## src/rtl/rst_seq.sv

```systemverilog
module rst_seq #(
  parameter int PINS  = 4,
  parameter int SYS_N = 8,
  parameter int CPU_N = 32,
  parameter int DEB_N = 4
) (
  input  logic            clk,
  input  logic            por_req,
  input  logic [PINS-1:0] pin_in,
  input  logic [PINS-1:0] pin_mask,
  input  logic [PINS-1:0] pin_level,
  input  logic            pin_dis,
  input  logic            deb_tick,
  input  logic            wdog_req,
  input  logic            wdog_inh,
  input  logic            osc_fail_req,
  input  logic            osc_inh,
  input  logic            sleep_req,
  input  logic            sleep_en_set,
  input  logic            stat_we,
  input  logic [4:0]      stat_wdata,
  output logic            opt_clr,
  output logic            sleep_en,
  output logic            sys_rst,
  output logic            cpu_rst,
  output logic [4:0]      status
);
  localparam int SW = $clog2(SYS_N + 1);
  localparam int CW = $clog2(CPU_N + 1);
  localparam int DW = $clog2(DEB_N + 1);

  logic [DW-1:0] deb_cnt;
  logic [SW-1:0] sys_cnt;
  logic [CW-1:0] cpu_cnt;
  logic          pin_match, ext_req, any_src;
  logic [4:0]    src, first;

  assign pin_match = (|pin_mask) && (((pin_in ~^ pin_level) & pin_mask) == pin_mask);
  assign ext_req   = !pin_dis && (deb_cnt == DW'(DEB_N));
  assign src       = {sleep_req && sleep_en, osc_fail_req && !osc_inh,
                      wdog_req && !wdog_inh, ext_req, 1'b0};
  assign any_src   = |src;
  assign first     = src & (~src + 5'd1);

  always_ff @(posedge clk or posedge por_req) begin
    if (por_req)
      deb_cnt <= '0;
    else if (deb_tick)
      deb_cnt <= !pin_match ? '0 : (deb_cnt == DW'(DEB_N)) ? deb_cnt : deb_cnt + 1'b1;
  end

  always_ff @(posedge clk or posedge por_req) begin
    if (por_req) begin
      sys_cnt <= SW'(SYS_N);
      cpu_cnt <= CW'(CPU_N);
    end else if (any_src) begin
      sys_cnt <= SW'(SYS_N);
      cpu_cnt <= CW'(CPU_N);
    end else begin
      if (sys_cnt != '0) sys_cnt <= sys_cnt - 1'b1;
      if (cpu_cnt != '0) cpu_cnt <= cpu_cnt - 1'b1;
    end
  end

  always_ff @(posedge clk or posedge por_req) begin
    if (por_req) begin
      opt_clr  <= 1'b1;
      sleep_en <= 1'b0;
      status   <= 5'b00001;
    end else begin
      opt_clr <= 1'b0;
      if (sleep_en_set) sleep_en <= 1'b1;
      if (any_src)      status <= first;
      else if (stat_we) status <= status & ~stat_wdata;
    end
  end

  assign sys_rst = (sys_cnt != '0);
  assign cpu_rst = (cpu_cnt != '0);
endmodule


```

## config.mk

```make
export PLATFORM = sky130hd
export DESIGN_NAME = rst_seq
export DESIGN_NICKNAME = d
export VERILOG_FILES = /design/src/rtl/rst_seq.sv
export SDC_FILE = /design/constraint.sdc
export NUM_CORES = 1
export LEC_CHECK = 0
export ABC_AREA = 1
export CAP_MARGIN = 20
export CORE_MARGIN = 2
export CORE_UTILIZATION = 49
export CTS_CLUSTER_DIAMETER = 150
export CTS_CLUSTER_SIZE = 40
export DETAILED_ROUTE_END_ITERATION = 10
export GPL_ROUTABILITY_DRIVEN = 0
export PLACE_DENSITY = 0.91
export SETUP_SLACK_MARGIN = 0.05
export SKIP_CTS_REPAIR_TIMING = 1
export SYNTH_ARGS = -nofsm -noshare
export SYNTH_HDL_FRONTEND = slang
export SYNTH_SLANG_ARGS = --single-unit
```

## constraint.sdc

```tcl
create_clock -name clk -period 2.4 [get_ports clk]
set_input_delay 0.6 -clock clk [delete_from_list [all_inputs] [get_ports clk]]
set_output_delay 0.6 -clock clk [all_outputs]
set_load 0.1 [all_outputs]
```

* Word-level counts from Yosys, hierarchy flattened
Index checks and enable logic that the tools add are counted.
** Word-level totals
- Register bits after elaboration :: 20
- Bits of input ports :: 28
- Logic and storage cells :: 43
** Cells by class
- $add $sub $neg :: 4
- Eq/ne operators :: 3
- Mux-type cells :: 8
- Bitwise gates (word level) :: 6
- Reduce and logical (&&, ||, !) cells :: 16
** Operators by type and width (number)
- $mux W6 :: 2
- $and A5 B5 Y5 :: 2
- $mux W5 :: 2
- $not A5 Y5 :: 2
- $mux W4 :: 2
- $reduce_or A4 Y1 :: 2
- $mux W3 :: 2
- $reduce_bool A2 Y1 :: 3
- $reduce_bool A6 Y1 :: 1
- $sub A6 B1 Y6 const B :: 1
- $add A5 B1 Y5 const B :: 1
- $logic_and A1 B1 Y1 :: 5
- $and A4 B4 Y4 :: 1
- $eq A4 B4 Y1 :: 1
- $reduce_bool A4 Y1 :: 1
- $sub A4 B1 Y4 const B :: 1
- $xnor A4 B4 Y4 :: 1
- $add A3 B1 Y3 const B :: 1
- $eq A3 B3 Y1 const B :: 1
- $logic_not A1 Y1 :: 3
- $ne A2 B2 Y1 const B :: 1
- $reduce_and A2 Y1 :: 1

* Longest topological paths before layout
Gate-level depths: netlist of run 1.
- Depth in word-level cells :: 6
- Gate-level depth with buffers :: 10

* Least setup slack after synthesis of run 1
OpenSTA, ideal clock, no wires.
- Path type :: reg-to-output
- Start point :: register sys_cnt[0]
- End point :: output sys_rst
- Arrival time :: 1331 ps
- Data required time :: 1800 ps
- Path slack :: 469 ps
- Stages on the path, launching flop included :: 6
- Path buffers :: 0
- Cells stage by stage :: dfrtp_1 > inv_1 > ha_1 > nand2_1 > nor2_1 > inv_1
** Between the ends
- Word-level cells in the longest chain between the ends :: 1
** RTL lines
- from (decl) :: line 33 : logic [SW-1:0] sys_cnt;
- from (signal assigned) :: line 54 : sys_cnt <= SW'(SYS_N);
- from (signal assigned) :: line 57 : sys_cnt <= SW'(SYS_N);
- from (signal assigned) :: line 60 : if (sys_cnt != '0) sys_cnt <= sys_cnt - 1'b1;
- $reduce_bool A4 Y1 :: line 78 : assign sys_rst = (sys_cnt != '0);
- to (decl) :: line 24 : output logic sys_rst,
Every way passes these cells.

* Worst setup path after layout of run 1
Same ends and word-level chain as after synthesis.

==> run_results.csv, run 1 <==
group,metric,value,unit
outcome,run_status,"finished, final reports clean",
yosys,synth_nets,177,
clock_tree,clock_insertion_delay_worst_skew,0.30,ns
die,core_area,2210,um2
global_route,wire_length_of_the_first_global_routing_pass,4.32,mm
yosys,synth_fa_ha_area_share,5.47,%
route,routedWlPerCell,11.9,um
yosys,synth-edff-count,0,
place,hpwlAfterDp,2.12,mm
yosys,multiplexer_share_of_the_synthesized_area,0,%
power,power_per_cell_area,579,nW/um2
route,viasPerCell,4.95,
critical_path,end_kind,"output port",
sta,setup_ws,0.158,ns
yosys,synth_top_family_by_area,"simple AND/OR/NAND/NOR gates",
place,placement.setup.worst_slack,0.500,ns
yosys,synthesis.instances,144,
route,via_count,1049,
sta,report.final.slew_viol_count,0,
sta,finalHoldViolations,0,
route,drc_errors,0,
sta,relSlewSlack,50.5,%
global_route,grt_start_max_net_pins,21,
yosys,compound_gate_fraction_of_synth_area,6.35,%
cells_and_area,finish.net_count,218,
route,route.antenna.remaining_nets,0,
yosys,synthesis.yosys.warnings,0,
sta,final_report_setup_violation_count,0,
power,seq_power_share,43.5,%
cells_and_area,areaGrowthSynthToFinish,38.0,%
yosys,synth_sequential_area_ratio,44.2,%
sta,finalSetupTns,0,ns
global_route,grt_overflow,0,
place,placed_area,1540,um2
power,combinationalPowerShare,34.9,%
die,fp.dieH,52.3,um
run,cap_violations,0,
die,floorplan.die.width,52.3,um
yosys,ys.flop_type,"sky130_fd_sc_hd__dfrtp_1",
power,sw_frac_of_total,35.2,%
yosys,synth-simple-area-share,30.9,%
clock_tree,tritoncts.num_buffers,3,
cells_and_area,layout.cells.non_filler,212,
die,floorplan.die_area,2740,um2
clock_tree,clk_path_buf_depth,2,
yosys,netlist-cell-type-count,25,
global_route,grtUsageTotal,21.1,%
yosys,yosys.area_share.xor_xnor,4.60,%
critical_path,worstPathArrival,1.64,ns
route,wirelength,2.52,mm
sta,finalHoldWorstSlack,0.474,ns
clock_tree,cts.reportedPaths.clkPinSlew,0.12,ns
place,place_inst,208,
die,num_io_pins,37,
yosys,post_synth.cell_area_avg,7.94,um2
hold_path,min_path_type,"register to register",
critical_path,cp_max_fo,6,
critical_path,setup.worst_path.class,"register to output port",
yosys,post_synth_instance_area,1140,um2
cells_and_area,diodes,0,
die,rows,17,
clock_tree,tritoncts_num_sinks,20,
sta,fin_worst_skew,0.00745,ns
power,internal_power,592,uW
die,initial_core_util,51.7,%
sta,worst_slew_pin_slew,0.742,ns
sta,clock.fmax,446,MHz
power,ir_drop,507,uV
route,detail_route.iter0.violations,14,
yosys,async_flop_share,100,%
critical_path,cp.required,1.80,ns
power,clock_network_power_share,21.6,%
global_route,grt_antenna_before_repair,0,
route,drt_pass1_iterations,4,
sta,rsz0062_at_grt,"no",
cells_and_area,final_cell_area,1580,um2
place,port_buffers,36,
clock_tree,clock_tree_from_tritoncts,"done",
power,leakage_component_of_the_power,0.811,nW
clock_tree,htree_levels,1,
yosys,postSynthRegisterBits,20,
sta,timing.final.crit_share,93.4,%
sta,post-route-min-period,2.24,ns
critical_path,worst_setup_path_start_kind,"register",
global_route,grt_pass1_vias,1109,
cells_and_area,post_route_cells_drive_above_1_share,15.8,%
clock_tree,cts-root-buf,"sky130_fd_sc_hd__clkbuf_4",
power,net-switching-power,321,uW
## metrics by stage
step           power (mW)  util (%)
2_1_floorplan       0.608         -
3_3_place_gp        0.707      69.7
3_5_place_dp        0.723      69.7
4_1_cts             0.918      71.3
5_1_grt             0.963      71.3
6_report            0.913      71.3
## cell usage after synthesis, types with 2 or more instances
master	number	area (um2)
sky130_fd_sc_hd__o21ai_0	5	25.0
sky130_fd_sc_hd__ha_1	5	62.6
sky130_fd_sc_hd__nand3_1	9	45.0
sky130_fd_sc_hd__nand2_1	39	146
sky130_fd_sc_hd__nor2_1	15	56.3
sky130_fd_sc_hd__xor2_1	5	43.8
sky130_fd_sc_hd__o21ai_2	2	17.5
sky130_fd_sc_hd__nand4_1	3	18.8
sky130_fd_sc_hd__dfstp_2	4	105
sky130_fd_sc_hd__inv_1	22	82.6
sky130_fd_sc_hd__dfrtp_1	16	400
sky130_fd_sc_hd__inv_2	3	11.3
sky130_fd_sc_hd__nor3_1	4	20.0
## placed cells by master, fill, tap and decap left out, drive strengths merged
| cell type | Yosys | final |
|---|---|---|
| conb | 1 | 1 |
| o21ai | 7 | 7 |
| dfstp | 4 | 4 |
| dfrtp | 16 | 16 |
| ha | 5 | 5 |
| nor2 | 16 | 16 |
| buf | 0 | 9 |
| clkbuf | 0 | 4 |
| inv | 25 | 25 |
| o211ai | 1 | 1 |
| or2 | 1 | 1 |
| nor3 | 4 | 4 |
| nand4 | 4 | 4 |
| xor2 | 5 | 5 |
| nand2 | 41 | 41 |
| xnor2 | 1 | 1 |
| clkdlybuf4s50 | 0 | 27 |
| a221oi | 1 | 1 |
| nand3 | 10 | 10 |
| a21oi | 2 | 2 |
## sequential cells by signal (all words and copies together) (netlist names)
signal	cells
status	5
sleep_en	1
cpu_cnt	6
deb_cnt	3
sys_cnt	4
opt_clr	1
## cells by family (layout without fill, tap and decap cells)
| group | after synthesis | count (layout) |
|---|---|---|
| xor+xnor | 6 | 6 |
| fa+ha+maj | 5 | 5 |
| flops | 20 | 20 |
| simple gates | 76 | 76 |
| compound gates | 11 | 11 |
| buf+inv | 25 | 65 |
| other cells | 1 | 1 |
## power by group through the flow
stage / sequential (mW) / clock [mW] / combinational (mW)
2_1_floorplan: 0.436 / 0 / 0.172
3_3_place_gp: 0.402 / 0 / 0.305
3_5_place_dp: 0.404 / 0 / 0.319
4_1_cts: 0.398 / 0.199 / 0.322
5_1_grt: 0.402 / 0.211 / 0.349
6_report: 0.397 / 0.198 / 0.318
## worst max-delay path: stages, from the launching register on
cell,delay [ns]
sky130_fd_sc_hd__dfrtp_1,0.39
sky130_fd_sc_hd__inv_1,0.09
sky130_fd_sc_hd__ha_1,0.20
sky130_fd_sc_hd__nand2_1,0.06
sky130_fd_sc_hd__nor2_1,0.27
sky130_fd_sc_hd__inv_1,0.15
sky130_fd_sc_hd__buf_12,0.19
## layout make-up
class	instances	area (um2)
fill	179	634
multi-input combinational	99	544
sequential	20	505
timing repair buffer	36	363
inverter	25	93.8
clock buffer	4	36.3
tap	28	35.0
## metal layers
layer / global-route usage [%] / wire [um] / part of all wire, %
met3: 4.29 / 131 / 5.2
met2: 42.5 / 1420 / 56
met4: 7.69 / 32 / 1.3
met5: 0 / 0 / 0
met1: 20.6 / 932 / 37
## worst paths after layout
check	from	end	slack (ns)	cells past startpoint
min	status[0]	status[0]	0.47	2
min in group asynchronous	por_req	status[4]	0.71	2
max reg2reg	deb_cnt[0]	cpu_cnt[1]	0.89	10
max in group asynchronous	por_req	deb_cnt[0]	1.22	2
min reg2reg	status[0]	status[0]	0.47	2
max	sys_cnt[0]	sys_rst	0.16	6
Note: power is estimated with default switching activity, not from simulation.
==> inputs of run 2 (changes only) <==
SLEW_MARGIN = 15   (was unset)
==> results of run 2 <==
Same layout as run 1: the final DEF is identical, and so are final timing and power.
==> inputs of run 3 (changes only) <==
CORE_UTILIZATION = 52   (was 49)
DONT_BUFFER_PORTS = 1   (was unset)
PLACE_DENSITY = 0.74   (was 0.91)
==> run 3 against run 2 <==
  * Clock power is 4% lower
  * Utilization is 6.8 points lower
  * Sequential power is 2% higher
  * Total power shrank 6.1%
  * Setup slack got worse by 0.0065 ns
  * Sequential share of layout area rose by 6.7 points
  * Flip-flop and latch count unchanged
  * Critical path type unchanged
  * Critical endpoint unchanged
==> run_results.csv, run 3 (synthesized netlist as in run 1, its figures left out) <==
group,metric,value,unit
outcome,run_status,"finished, final reports clean",
sta,relSlewSlack,50.0,%
clock_tree,clk_path_buf_depth,2,
power,clock_network_power_share,22.3,%
route,via_count,916,
global_route,grtUsageTotal,19.2,%
power,net-switching-power,304,uW
power,sw_frac_of_total,35.4,%
die,floorplan.die_area,2590,um2
route,wirelength,2.15,mm
critical_path,cpPeakStageDelay,0.44,ns
power,power_per_cell_area,657,nW/um2
sta,post-route-min-period,2.25,ns
sta,finalHoldWorstSlack,0.302,ns
cells_and_area,most-common-layout-cells,"39 x sky130_fd_sc_hd__nand2_1, 21 x sky130_fd_sc_hd__inv_1, 16 x sky130_fd_sc_hd__dfrtp_1, 14 x sky130_fd_sc_hd__nor2_1",
critical_path,worst_path_max_delay_cell,"sky130_fd_sc_hd__clkinvlp_4",
critical_path,crit_chain,"inv_1, ha_4, nand2_1, nor2_4, clkinvlp_4",
route,drc_errors,0,
global_route,grt_pass1_vias,949,
sta,fin_worst_skew,0.00866,ns
sta,report.final.slew_viol_count,0,
clock_tree,htree_levels,1,
sta,finalHoldViolations,0,
global_route,grt_overflow,0,
clock_tree,tritoncts.num_buffers,3,
power,ir_drop,413,uV
place,placed_area,1220,um2
power,internal_power,553,uW
route,detail_route.iter0.violations,16,
clock_tree,cts.reportedPaths.clkPinSlew,0.11,ns
sta,clock.fmax,445,MHz
cells_and_area,areaGrowthSynthToFinish,14.1,%
cells_and_area,registers.top_by_ff_count,"cpu_cnt",
die,rows,16,
clock_tree,clock_tree_from_tritoncts,"done",
die,floorplan.die.width,50.9,um
sta,finalSetupTns,0,ns
die,num_io_pins,37,
power,leakage_component_of_the_power,0.695,nW
hold_path,min_path_type,"input port to asynchronous set/reset pin",
cells_and_area,diodes,0,
cells_and_area,biggestRegsByFlops,"cpu_cnt x6, status x5, sys_cnt x4",
sta,worst_slew_pin_slew,0.749,ns
die,core_area,2020,um2
clock_tree,cts-root-buf,"sky130_fd_sc_hd__clkbuf_4",
run,cap_violations,0,
place,port_buffers,0,
route,route.antenna.remaining_nets,0,
cells_and_area,largest_register_ff_count,6,
power,power,857,uW
route,drt_pass1_iterations,4,
sta,rsz0062_at_grt,"no",
die,initial_core_util,56.6,%
sta,timing.final.crit_share,93.7,%
critical_path,worstPathArrival,1.65,ns
route,viasPerCell,4.98,
global_route,wire_length_of_the_first_global_routing_pass,3.70,mm
route,routedWlPerCell,11.7,um
critical_path,end_kind,"output port",
die,fp.dieH,50.9,um
critical_path,cp.required,1.80,ns
critical_path,worst_setup_path_start_kind,"register",
global_route,grt_antenna_before_repair,0,
cells_and_area,most_common_cell_after_layout_fill_and_taps_aside,"sky130_fd_sc_hd__nand2_1",
power,combinationalPowerShare,30.6,%
cells_and_area,final_core_utilization,64.5,%
cells_and_area,final_cell_area,1310,um2
clock_tree,clock_insertion_delay_worst_skew,0.30,ns
critical_path,cp_max_fo,4,
cells_and_area,finish.net_count,191,
clock_tree,tritoncts_num_sinks,20,
place,hpwlAfterDp,1.67,mm
power,seq_power_share,47.2,%
cells_and_area,post_route_cells_drive_above_1_share,20.4,%
global_route,grt_start_max_net_pins,21,
critical_path,setup.worst_path.class,"register to output port",
sta,final_report_setup_violation_count,0,
run 3: final timing paths:
kind                         endpoint     startpoint  slack, ns  cells past startpoint
min                         status[2]        por_req       0.30                      1
max                           sys_rst     sys_cnt[1]       0.15                      5
min reg2reg                deb_cnt[1]     deb_cnt[1]       0.53                      2
min in group clk            status[0]  stat_wdata[0]       0.33                      1
max in group asynchronous  deb_cnt[0]        por_req       1.62                      1
max reg2reg                sys_cnt[0]     sys_cnt[1]       0.65                      7
run 3: metrics by stage:
stage / setup WS (ns) / cells
after global placement: 0.440 / 177
after global routing: 0.0578 / 184
final: 0.151 / 184
after detailed placement: 0.335 / 177
after CTS: -0.00956 / 181
after floorplan: 0.469 / 144
run 3: power by group through the flow:
| stage | clock, mW | sequential [mW] | combinational [mW] |
|---|---|---|---|
| CTS | 0.202 | 0.403 | 0.243 |
| global route | 0.212 | 0.409 | 0.293 |
| finish | 0.191 | 0.404 | 0.262 |
| detailed placement | 0 | 0.409 | 0.243 |
| global placement | 0 | 0.408 | 0.233 |
| floorplan | 0 | 0.436 | 0.172 |
run 3: layout make-up:
type	instances	area (um2)
clock buffers	4	36.3
multi-input cells	99	564
inverters	25	97.6
fillers	165	717
well taps	27	33.8
flip-flops and latches	20	505
repair buffers	9	67.6
run 3: metal layers:
metal  global-route usage (%)  vias up  wire length (um)
li1                         -      474                 -
met1                     22.2      417               963
met2                     34.0       25              1060
met3                     6.73        0               129
met4                     4.50        0                 0
met5                        0        -                 0
run 3: critical path: cells and delay by family, from the launching register on:
family | cells | cell delay, ns
adders and majority gates | 1 | 0.16
buffers and inverters | 2 | 0.55
DFF | 1 | 0.39
and+or+nand+nor | 2 | 0.25
